==> config.mk <==
export PLATFORM = sky130hd
export DESIGN_NAME = ahb_apb_ratio_bridge
export DESIGN_NICKNAME = d
export VERILOG_FILES = /design/src/rtl/ahbapb_pkg.sv /design/src/rtl/ahbapb_rate_gen.sv /design/src/rtl/ahbapb_seq.sv /design/src/rtl/ahbapb_front.sv /design/src/rtl/ahb_apb_ratio_bridge.sv
export SDC_FILE = /design/constraint.sdc
export NUM_CORES = 1
export LEC_CHECK = 0
export BUFFER_PORTS_ARGS = -buffer_cell sky130_fd_sc_hd__buf_4
export CAP_MARGIN = 5
export CORE_MARGIN = 1
export CORE_UTILIZATION = 46
export DETAILED_ROUTE_END_ITERATION = 12
export GPL_TIMING_DRIVEN = 1
export PLACE_DENSITY_LB_ADDON = 0.25
export SLEW_MARGIN = 5
export SYNTH_ARGS = -nofsm -noshare
export SYNTH_HDL_FRONTEND = slang
export SYNTH_SLANG_ARGS = --single-unit
export TNS_END_PERCENT = 20
==> constraint.sdc <==
create_clock -name clk -period 1.6 [get_ports clk]
set_clock_uncertainty 0.1 [all_clocks]
set_input_delay 0.24 -clock clk [delete_from_list [all_inputs] [get_ports clk]]
set_output_delay 0.24 -clock clk [all_outputs]
set_load 0.03 [all_outputs]
==> src/rtl/ahbapb_pkg.sv <==
package ahbapb_pkg;

  localparam logic [1:0] HT_IDLE = 2'b00;
  localparam logic [1:0] HT_BUSY = 2'b01;
  localparam logic [1:0] HT_NSEQ = 2'b10;
  localparam logic [1:0] HT_SEQ  = 2'b11;

  typedef enum logic [1:0] {
    SQ_IDLE   = 2'd0,
    SQ_SETUP  = 2'd1,
    SQ_ACCESS = 2'd2
  } seq_state_e;

endpackage

==> src/rtl/ahbapb_rate_gen.sv <==
module ahbapb_rate_gen #(
  parameter int RSEL_W         = 2,
  parameter int RATIO_LOG2_MAX = 2
) (
  input  logic              clk,
  input  logic              rst_n,
  input  logic [RSEL_W-1:0] ratio_sel,
  output logic              pclk_en
);

  localparam int CNT_W = (RATIO_LOG2_MAX < 1) ? 1 : RATIO_LOG2_MAX;

  logic [CNT_W-1:0] cnt_q;
  int               eff_log2;

  // free-running phase counter; every power-of-two ratio divides its period
  always_ff @(posedge clk) begin
    if (!rst_n) cnt_q <= '0;
    else        cnt_q <= cnt_q + CNT_W'(1);
  end

  always_comb begin
    eff_log2 = (int'(ratio_sel) > RATIO_LOG2_MAX) ? RATIO_LOG2_MAX : int'(ratio_sel);
    pclk_en  = 1'b1;
    for (int i = 0; i < CNT_W; i++) begin
      if (i < eff_log2 && cnt_q[i]) pclk_en = 1'b0;
    end
  end

endmodule

==> src/rtl/ahbapb_seq.sv <==
module ahbapb_seq
  import ahbapb_pkg::*;
(
  input  logic clk,
  input  logic rst_n,
  input  logic pclk_en,
  input  logic req,
  input  logic pready,
  input  logic pslverr,
  output logic psel,
  output logic penable,
  output logic launch,
  output logic done,
  output logic fail
);

  seq_state_e state_q, state_d;

  always_comb begin
    launch  = (state_q == SQ_IDLE) && req && pclk_en;
    done    = (state_q == SQ_ACCESS) && pclk_en && pready;
    fail    = done && pslverr;
    psel    = (state_q != SQ_IDLE);
    penable = (state_q == SQ_ACCESS);
    state_d = state_q;
    case (state_q)
      SQ_IDLE:   if (launch)  state_d = SQ_SETUP;
      SQ_SETUP:  if (pclk_en) state_d = SQ_ACCESS;
      SQ_ACCESS: if (done)    state_d = SQ_IDLE;
      default:                state_d = SQ_IDLE;
    endcase
  end

  always_ff @(posedge clk) begin
    if (!rst_n) state_q <= SQ_IDLE;
    else        state_q <= state_d;
  end

endmodule

==> src/rtl/ahbapb_front.sv <==
module ahbapb_front
  import ahbapb_pkg::*;
#(
  parameter int ADDR_W = 20,
  parameter int DATA_W = 32
) (
  input  logic              clk,
  input  logic              rst_n,
  input  logic [1:0]        htrans,
  input  logic [ADDR_W-1:0] haddr,
  input  logic              hwrite,
  input  logic [DATA_W-1:0] hwdata,
  output logic              hready,
  output logic              hresp,
  output logic [DATA_W-1:0] hrdata,
  input  logic              launch,
  input  logic              done,
  input  logic              fail,
  input  logic [DATA_W-1:0] prdata,
  output logic              req,
  output logic [ADDR_W-1:0] paddr,
  output logic              pwrite,
  output logic [DATA_W-1:0] pwdata
);

  logic              hready_q, hresp_q, err_q, req_q, wr_q;
  logic [ADDR_W-1:0] addr_q;
  logic [DATA_W-1:0] wdata_q, rdata_q;
  logic              start;

  assign start = (htrans == HT_NSEQ) || (htrans == HT_SEQ);

  always_ff @(posedge clk) begin
    if (!rst_n) begin
      hready_q <= 1'b1;
      hresp_q  <= 1'b0;
      err_q    <= 1'b0;
      req_q    <= 1'b0;
      wr_q     <= 1'b0;
      addr_q   <= '0;
      wdata_q  <= '0;
      rdata_q  <= '0;
    end else begin
      // address phase accepted only while the bus is ready
      if (hready_q) begin
        hresp_q <= 1'b0;
        if (start) begin
          addr_q   <= haddr;
          wr_q     <= hwrite;
          req_q    <= 1'b1;
          hready_q <= 1'b0;
        end
      end
      // write data is valid in the data phase, taken at setup launch
      if (launch) begin
        req_q   <= 1'b0;
        wdata_q <= hwdata;
      end
      if (done) begin
        if (fail) begin
          hresp_q <= 1'b1;
          err_q   <= 1'b1;
        end else begin
          hready_q <= 1'b1;
          if (!wr_q) rdata_q <= prdata;
        end
      end
      // second cycle of the error response
      if (err_q) begin
        err_q    <= 1'b0;
        hready_q <= 1'b1;
      end
    end
  end

  assign hready = hready_q;
  assign hresp  = hresp_q;
  assign hrdata = rdata_q;
  assign req    = req_q;
  assign paddr  = addr_q;
  assign pwrite = wr_q;
  assign pwdata = wdata_q;

endmodule

==> src/rtl/ahb_apb_ratio_bridge.sv <==
module ahb_apb_ratio_bridge #(
  parameter int ADDR_W         = 20,
  parameter int DATA_W         = 32,
  parameter int RSEL_W         = 2,
  parameter int RATIO_LOG2_MAX = 2
) (
  input  logic              clk,
  input  logic              rst_n,
  input  logic [RSEL_W-1:0] ratio_sel,
  input  logic [1:0]        htrans,
  input  logic [ADDR_W-1:0] haddr,
  input  logic              hwrite,
  input  logic [DATA_W-1:0] hwdata,
  output logic              hready,
  output logic              hresp,
  output logic [DATA_W-1:0] hrdata,
  output logic              pclk_en,
  output logic [ADDR_W-1:0] paddr,
  output logic              psel,
  output logic              penable,
  output logic              pwrite,
  output logic [DATA_W-1:0] pwdata,
  input  logic [DATA_W-1:0] prdata,
  input  logic              pready,
  input  logic              pslverr
);

  logic req, launch, done, fail;

  ahbapb_rate_gen #(
    .RSEL_W        (RSEL_W),
    .RATIO_LOG2_MAX(RATIO_LOG2_MAX)
  ) u_rate (
    .clk      (clk),
    .rst_n    (rst_n),
    .ratio_sel(ratio_sel),
    .pclk_en  (pclk_en)
  );

  ahbapb_front #(
    .ADDR_W(ADDR_W),
    .DATA_W(DATA_W)
  ) u_front (
    .clk   (clk),
    .rst_n (rst_n),
    .htrans(htrans),
    .haddr (haddr),
    .hwrite(hwrite),
    .hwdata(hwdata),
    .hready(hready),
    .hresp (hresp),
    .hrdata(hrdata),
    .launch(launch),
    .done  (done),
    .fail  (fail),
    .prdata(prdata),
    .req   (req),
    .paddr (paddr),
    .pwrite(pwrite),
    .pwdata(pwdata)
  );

  ahbapb_seq u_seq (
    .clk    (clk),
    .rst_n  (rst_n),
    .pclk_en(pclk_en),
    .req    (req),
    .pready (pready),
    .pslverr(pslverr),
    .psel   (psel),
    .penable(penable),
    .launch (launch),
    .done   (done),
    .fail   (fail)
  );

endmodule

==> results of run 1 <==
## cell type report
type / instances / area [sq um]
fillers: 644 / 2390
flip-flops and latches: 93 / 1860
multi-input cells: 283 / 1660
repair buffers: 193 / 1550
well taps: 102 / 128
clock buffers: 9 / 124
clock inverters: 7 / 55.1
inverters: 2 / 7.51
## cell usage after synthesis, types with 2 or more instances
| cell | number | share of area (%) |
|---|---|---|
| mux2i_1 | 64 | 17 |
| buf_12 | 2 | 1.1 |
| clkbuf_1 | 15 | 1.5 |
| buf_2 | 2 | 0.27 |
| buf_6 | 4 | 1.2 |
| inv_1 | 2 | 0.20 |
| and2_1 | 2 | 0.34 |
| dlygate4sd1_1 | 4 | 0.94 |
| dfxtp_1 | 93 | 50 |
| a21boi_0 | 21 | 4.2 |
| nand2_1 | 172 | 17 |
| nand3_1 | 2 | 0.27 |
## state kept, by name (all words and copies together) (netlist names)
signal,cells
u_front.hresp,1
u_front.pwrite,1
u_front.hrdata,32
u_rate.cnt_q,2
u_front.pwdata,32
u_front.err_q,1
u_seq.state_q,2
u_front.paddr,20
u_front.hready,1
u_front.req,1
## power groups by stage
stage | sequential [mW] | clock (mW) | combinational [mW]
2_1_floorplan | 2.67 | 0 | 0.297
3_3_place_gp | 2.51 | 0 | 0.828
3_5_place_dp | 2.51 | 0 | 0.841
4_1_cts | 2.46 | 1.48 | 0.852
5_1_grt | 2.47 | 1.58 | 0.912
6_report | 2.46 | 1.43 | 0.849
## metal layers
layer,vias up,routed length [microns]
met5,-,0
li1,1663,-
met3,10,704
met1,1448,3540
met4,0,118
met2,118,4210
## worst reg2reg max path, stage by stage (launching register included)
cell      delay [ns]
dfxtp_1         0.35
and4bb_1        0.29
and4b_2         0.31
buf_12          0.18
mux2i_1         0.26
## worst max-delay path by stage
stage / startpoint / endpoint / cells after the start
5_1_grt: u_seq.state_q[0] / u_front.hrdata[30] / 4
2_1_floorplan: u_front.pwrite / u_front.hrdata[10] / 5
6_report: u_seq.state_q[0] / u_front.hrdata[30] / 4
3_3_place_gp: u_rate.cnt_q[0] / u_front.hrdata[20] / 4
3_5_place_dp: u_rate.cnt_q[0] / u_front.hrdata[30] / 4
4_1_cts: u_rate.cnt_q[0] / pclk_en / 3
## cells by family (layout without fill, tap and decap cells)
family | after synthesis | in the layout | synth area share, %
DFF | 93 | 93 | 49.9
buffers and inverters | 31 | 211 | 5.73
xor gates and xnor gates | 1 | 1 | 0.235
muxes | 64 | 64 | 17.2
and+or+nand+nor | 190 | 190 | 21.0
AOI/OAI and AO/OA | 28 | 28 | 5.97
## through the flow
step	cells	setup slack, ns
6_report	689	0.0336
5_1_grt	689	-0.0224
4_1_cts	688	0.00704
3_5_place_dp	670	0.0567
3_3_place_gp	670	0.133
2_1_floorplan	407	0.0945
## timing repair
item                                    4_1_cts  5_1_grt
pin swaps                                     1        0
buffers inserted                              2        0
resized for setup                             2        1
gates cloned                                  0        1
endpoints found under the setup margin        1       13
==> impl_metrics.yaml, run 1 <==
run_status:
  status: "finished clean"
setup_path:
  critPathMaxFanout: 16
  crit_chain: "and4bb_1 > and4b_2 > buf_12 > mux2i_1"
  critPathTopFamily: "simple AND/OR/NAND/NOR gates"
  start_kind: "flip-flop"
  cpPeakStageDelay_ns: 0.35
  arrival_ns: 1.72
  reg2reg_from: "u_seq.state_q[0]"
  rr_endpoint: "u_front.hrdata[30]"
  required_ns: 1.76
  crit_type: "flip-flop to flip-flop"
  crit_buf_inv: 1
  reg2regPathDepth: 4
  slowest_stage: "dfxtp_1"
  rrSetupSlack_ns: 0.03
  endpoint_kind: "flip-flop"
timing:
  worstMarginPinSlew_ns: 0.295
  setup_tns_ns: 0
  drv_slew: 0
  whs_ns: 0.0359
  slew_headroom_pct: 80.3
  setup_viol: 0
  max_freq_ghz: 0.638
  hold_violations: 0
  period_share_pct: 97.9
  fin_crit_ns: 1.57
route:
  wl_per_cell_microns: 12.4
  num_vias: 3239
  dr.pass1.iters: 4
  vias_per_cell: 4.70
  drtIter0Drc: 68
  drcViolationCount: 0
  detail-route-antenna-nets: 0
  routed_wl_microns: 8570
global_route:
  grtUsageMet3_pct: 5.56
  grt-ovfl-total: 0
  met2_usage_pct: 34.8
  grt_pass1_vias: 3116
  antenna_found_initial: 0
  grt-busiest-layer: "met2"
  gr-usage-all-layers_pct: 19.9
  grt_max_degree: 64
  met1_usage_pct: 23.0
  grt_pass1_wl_microns: 13700
clock_network:
  cts_tree: "done"
  cts_htree_levels: 3
  clock_path_buffers: 2
  clkLatencyLatePin_ns: 0.34
  clockRootBuffer: "clkbuf_8"
  numCtsBuffers: 9
  cts_hold_buf: 0
  clk_pin_slew_ns: 0.09
  cts.sinks: 93
floorplanning:
  die_w_microns: 92.1
  initial_core_util_pct: 48.0
  io_pins: 183
  die_h_microns: 92.1
  rows: 32
  fp.coreArea_sq_um: 7770
  dieArea_sq_um: 8480
hold_path:
  min_delay_path_depth: 3
  min_to: "u_front.pwdata[11]"
  min_from: "hwdata[11]"
  hold_path.class: "primary input to flip-flop"
placement:
  numPortBuffers: 181
  dpl.hpwl_microns: 6340
  gp_congestion: 0.774
  place_area_sq_um: 5150
pwr:
  powerDensity_nw_per_um2: 880
  share_clk_of_total_power_pct: 30.1
  comb_power_share_pct: 17.9
  p_sw_share_pct: 28.3
  total_leakage_power_nw: 2.60
  power_switching_mw: 1.34
  seqPwrFrac_pct: 51.9
  power.internal_mw: 3.40
  power_mw: 4.74
  vdd_drop_max_v: 0.000611
yosys:
  synth_edf_count: 0
  synth_async_sr_flop_share_pct: 0
  synth_nets: 500
  syn_inst: 407
  synth.distinct_cells: 36
  ys_seq_elements: 93
  ys_warn_count: 0
  synth_area_sq_um: 3730
  synth.avg_cell_area_sq_um: 9.17
  synthFlopType: "dfxtp_1"
  yosysSeqAreaShare_pct: 49.9
layout:
  n_antenna_cell: 0
  final_net_count: 675
  most-common-layout-cells: "buf_4 (185), nand2_1 (172), dfxtp_1 (92)"
  final_core_util_pct: 69.3
  drive_gt1_share_pct: 37.1
  design_area_sq_um: 5380
  syn_to_final_growth_pct: 44.2
  layout_commonest_cell: "buf_4"
run:
  cap_violations: 0
Note: power is estimated with default switching activity, not from simulation.
==> run 2: changes to the inputs <==
Settings changed: ABC_AREA from default to 1, CORE_UTILIZATION 46 to 45.
==> run 2 against run 1 <==
Against the previous run: critical path depth did not move; register-to-register slack improved by 0.12 ns; non-clock buffer count shrank 1; fmax increased by 5.9%; clock power rose by 7%; routed wire length grew 2.7%; power grew 8.6%; sequential power is 3% higher; critical endpoint is now pclk_en; highest routed layer unchanged.
==> impl_metrics.yaml, run 2 <==
route:
  vias_per_cell: 4.63
  detail-route-antenna-nets: 0
  dr.pass1.iters: 6
  wl_per_cell_microns: 11.6
  num_vias: 3504
  drcViolationCount: 0
  routed_wl_microns: 8800
  drtIter0Drc: 71
floorplanning:
  dieArea_sq_um: 8210
  die_w_microns: 90.6
  rows: 31
  die_h_microns: 90.6
  io_pins: 183
  initial_core_util_pct: 47.7
  fp.coreArea_sq_um: 7410
clock_network:
  cts_hold_buf: 0
  cts.sinks: 93
  cts_htree_levels: 3
  clkLatencyLatePin_ns: 0.35
  cts_setup_buffers: 0
  clockRootBuffer: "clkbuf_8"
  clock_path_buffers: 2
  clk_pin_slew_ns: 0.09
  cts_tree: "done"
  numCtsBuffers: 9
  cts_resized: 0
layout:
  most-common-layout-cells: "buf_4 (188), nor2_1 (172), dfxtp_1 (92)"
  regArea_sq_um: 1860
  final_net_count: 745
  n_antenna_cell: 0
  drive_gt1_share_pct: 32.7
  syn_to_final_growth_pct: 46.8
  final_core_util_pct: 70.0
  multiInputGateArea_sq_um: 1360
  layout_commonest_cell: "buf_4"
  n_fill_cell: 641
  design_area_sq_um: 5180
pwr:
  powerDensity_nw_per_um2: 992
  vdd_drop_max_v: 0.000609
  total_leakage_power_nw: 2.55
  power_mw: 5.15
yosys:
  synth_nets: 571
  yosys-top-cells-count: "nor2_1 (172), dfxtp_1 (93), o21ai_0 (54)"
  synth_area_leaders: "dfxtp_1 (53%), nor2_1 (18%), o21ai_0 (7.7%)"
  ys_warn_count: 0
  synth_async_sr_flop_share_pct: 0
  ys_seq_elements: 93
  syn_inst: 478
  synth.avg_cell_area_sq_um: 7.39
  synthDominantCellAreaShare_pct: 52.7
  synth_area_sq_um: 3530
  synth.distinct_cells: 23
  yosys.cell_count.top_type: "nor2_1"
  synth_edf_count: 0
  synth_area_leader_cell: "dfxtp_1"
  synthFlopType: "dfxtp_1"
  yosysSeqAreaShare_pct: 52.7
timing:
  fin_crit_ns: 1.48
  max_freq_ghz: 0.676
  hold_violations: 0
  setup_tns_ns: 0
  drv_slew: 0
  slew_headroom_pct: 56.7
  worstMarginPinSlew_ns: 0.649
  whs_ns: 0.0323
  setup_viol: 0
  rsz0062_at_grt: "false"
  period_share_pct: 92.4
global_route:
  grt_pass1_wl_microns: 14200
  gr-usage-all-layers_pct: 21.2
  grt_max_degree: 34
  grt-ovfl-total: 0
  antenna_found_initial: 0
  grt_pass1_vias: 3316
setup_path:
  critPathMaxFanout: 5
  start_kind: "flip-flop"
  required_ns: 1.26
  rrSetupSlack_ns: 0.15
  arrival_ns: 1.14
  endpoint_kind: "output pin"
  crit_type: "flip-flop to output pin"
placement:
  place_area_sq_um: 4990
  gp_congestion: 0.753
  dpl.hpwl_microns: 6440
  numPortBuffers: 181
run_status:
  status: "finished clean"
hold_path:
  hold_path.class: "primary input to flip-flop"
run:
  cap_violations: 0
-- run 2: changes by cell type after synthesis, sizes merged, moves of 3 or more --
cell | before | now
nor2 | 1 | 174
nand2 | 173 | 42
mux2i | 64 | 0
o21ai | 2 | 54
inv | 2 | 42
nand3 | 2 | 34
a21boi | 21 | 0
buf | 9 | 16
a21oi | 1 | 5
dlygate4sd1 | 4 | 0
and2 | 3 | 0
clkbuf | 16 | 13
-- run 2: path summary, 6_finish.rpt --
kind	endpoint	cells past startpoint	start
hold / removal	u_front.pwdata[3]	3	hwdata[3]
setup / recovery	pclk_en	4	u_rate.cnt_q[0]
setup reg to reg	u_front.hrdata[20]	9	u_rate.cnt_q[0]
hold reg to reg	u_rate.cnt_q[0]	1	u_rate.cnt_q[0]
-- run 2: through the flow --
stage / setup WS [ns] / instances
floorplan: 0.148 / 478
CTS: 0.0621 / 756
global route: 0.0222 / 756
detailed placement: 0.146 / 740
global placement: 0.161 / 740
finish: 0.122 / 756
-- run 2: area by class of cell --
cell class                      count  area share [%]
Sequential cell                    93            35.9
Timing Repair Buffer              192            28.8
Multi-Input combinational cell    314            26.2
Inverter                           42            3.04
Clock buffer                       11            2.53
Tap cell                           99            2.39
Clock inverter                      5            1.16
-- run 2: critical path: stages, from the launching register on --
cell and delay, ns:
dfxtp_2 0.36, nand2_1 0.05, nand2_1 0.11, nand2_4 0.09, buf_4 0.18
-- run 2: cells by family after synthesis --
kind of cell | after synthesis | share of synthesized area, %
AOI/OAI and AO/OA | 60 | 8.61
buffers and inverters | 71 | 8.86
DFF | 93 | 52.7
and+or+nand+nor | 254 | 29.8
-- run 2: power by group --
group / total, mW / switching [mW] / leakage [nW] / internal [mW]
clock: 1.53 / 0.801 / 0.0939 / 0.730
sequential: 2.53 / 0.0741 / 0.760 / 2.45
combinational: 1.09 / 0.627 / 1.69 / 0.459
-- run 2: layer usage --
layer / part of all wire (%) / vias up / GRT usage (%)
met5: 0 / - / 0
met4: 1.6 / 0 / 6.32
met1: 41 / 1554 / 22.4
met2: 49 / 119 / 38.4
met3: 7.9 / 12 / 8.33
li1: - / 1819 / -
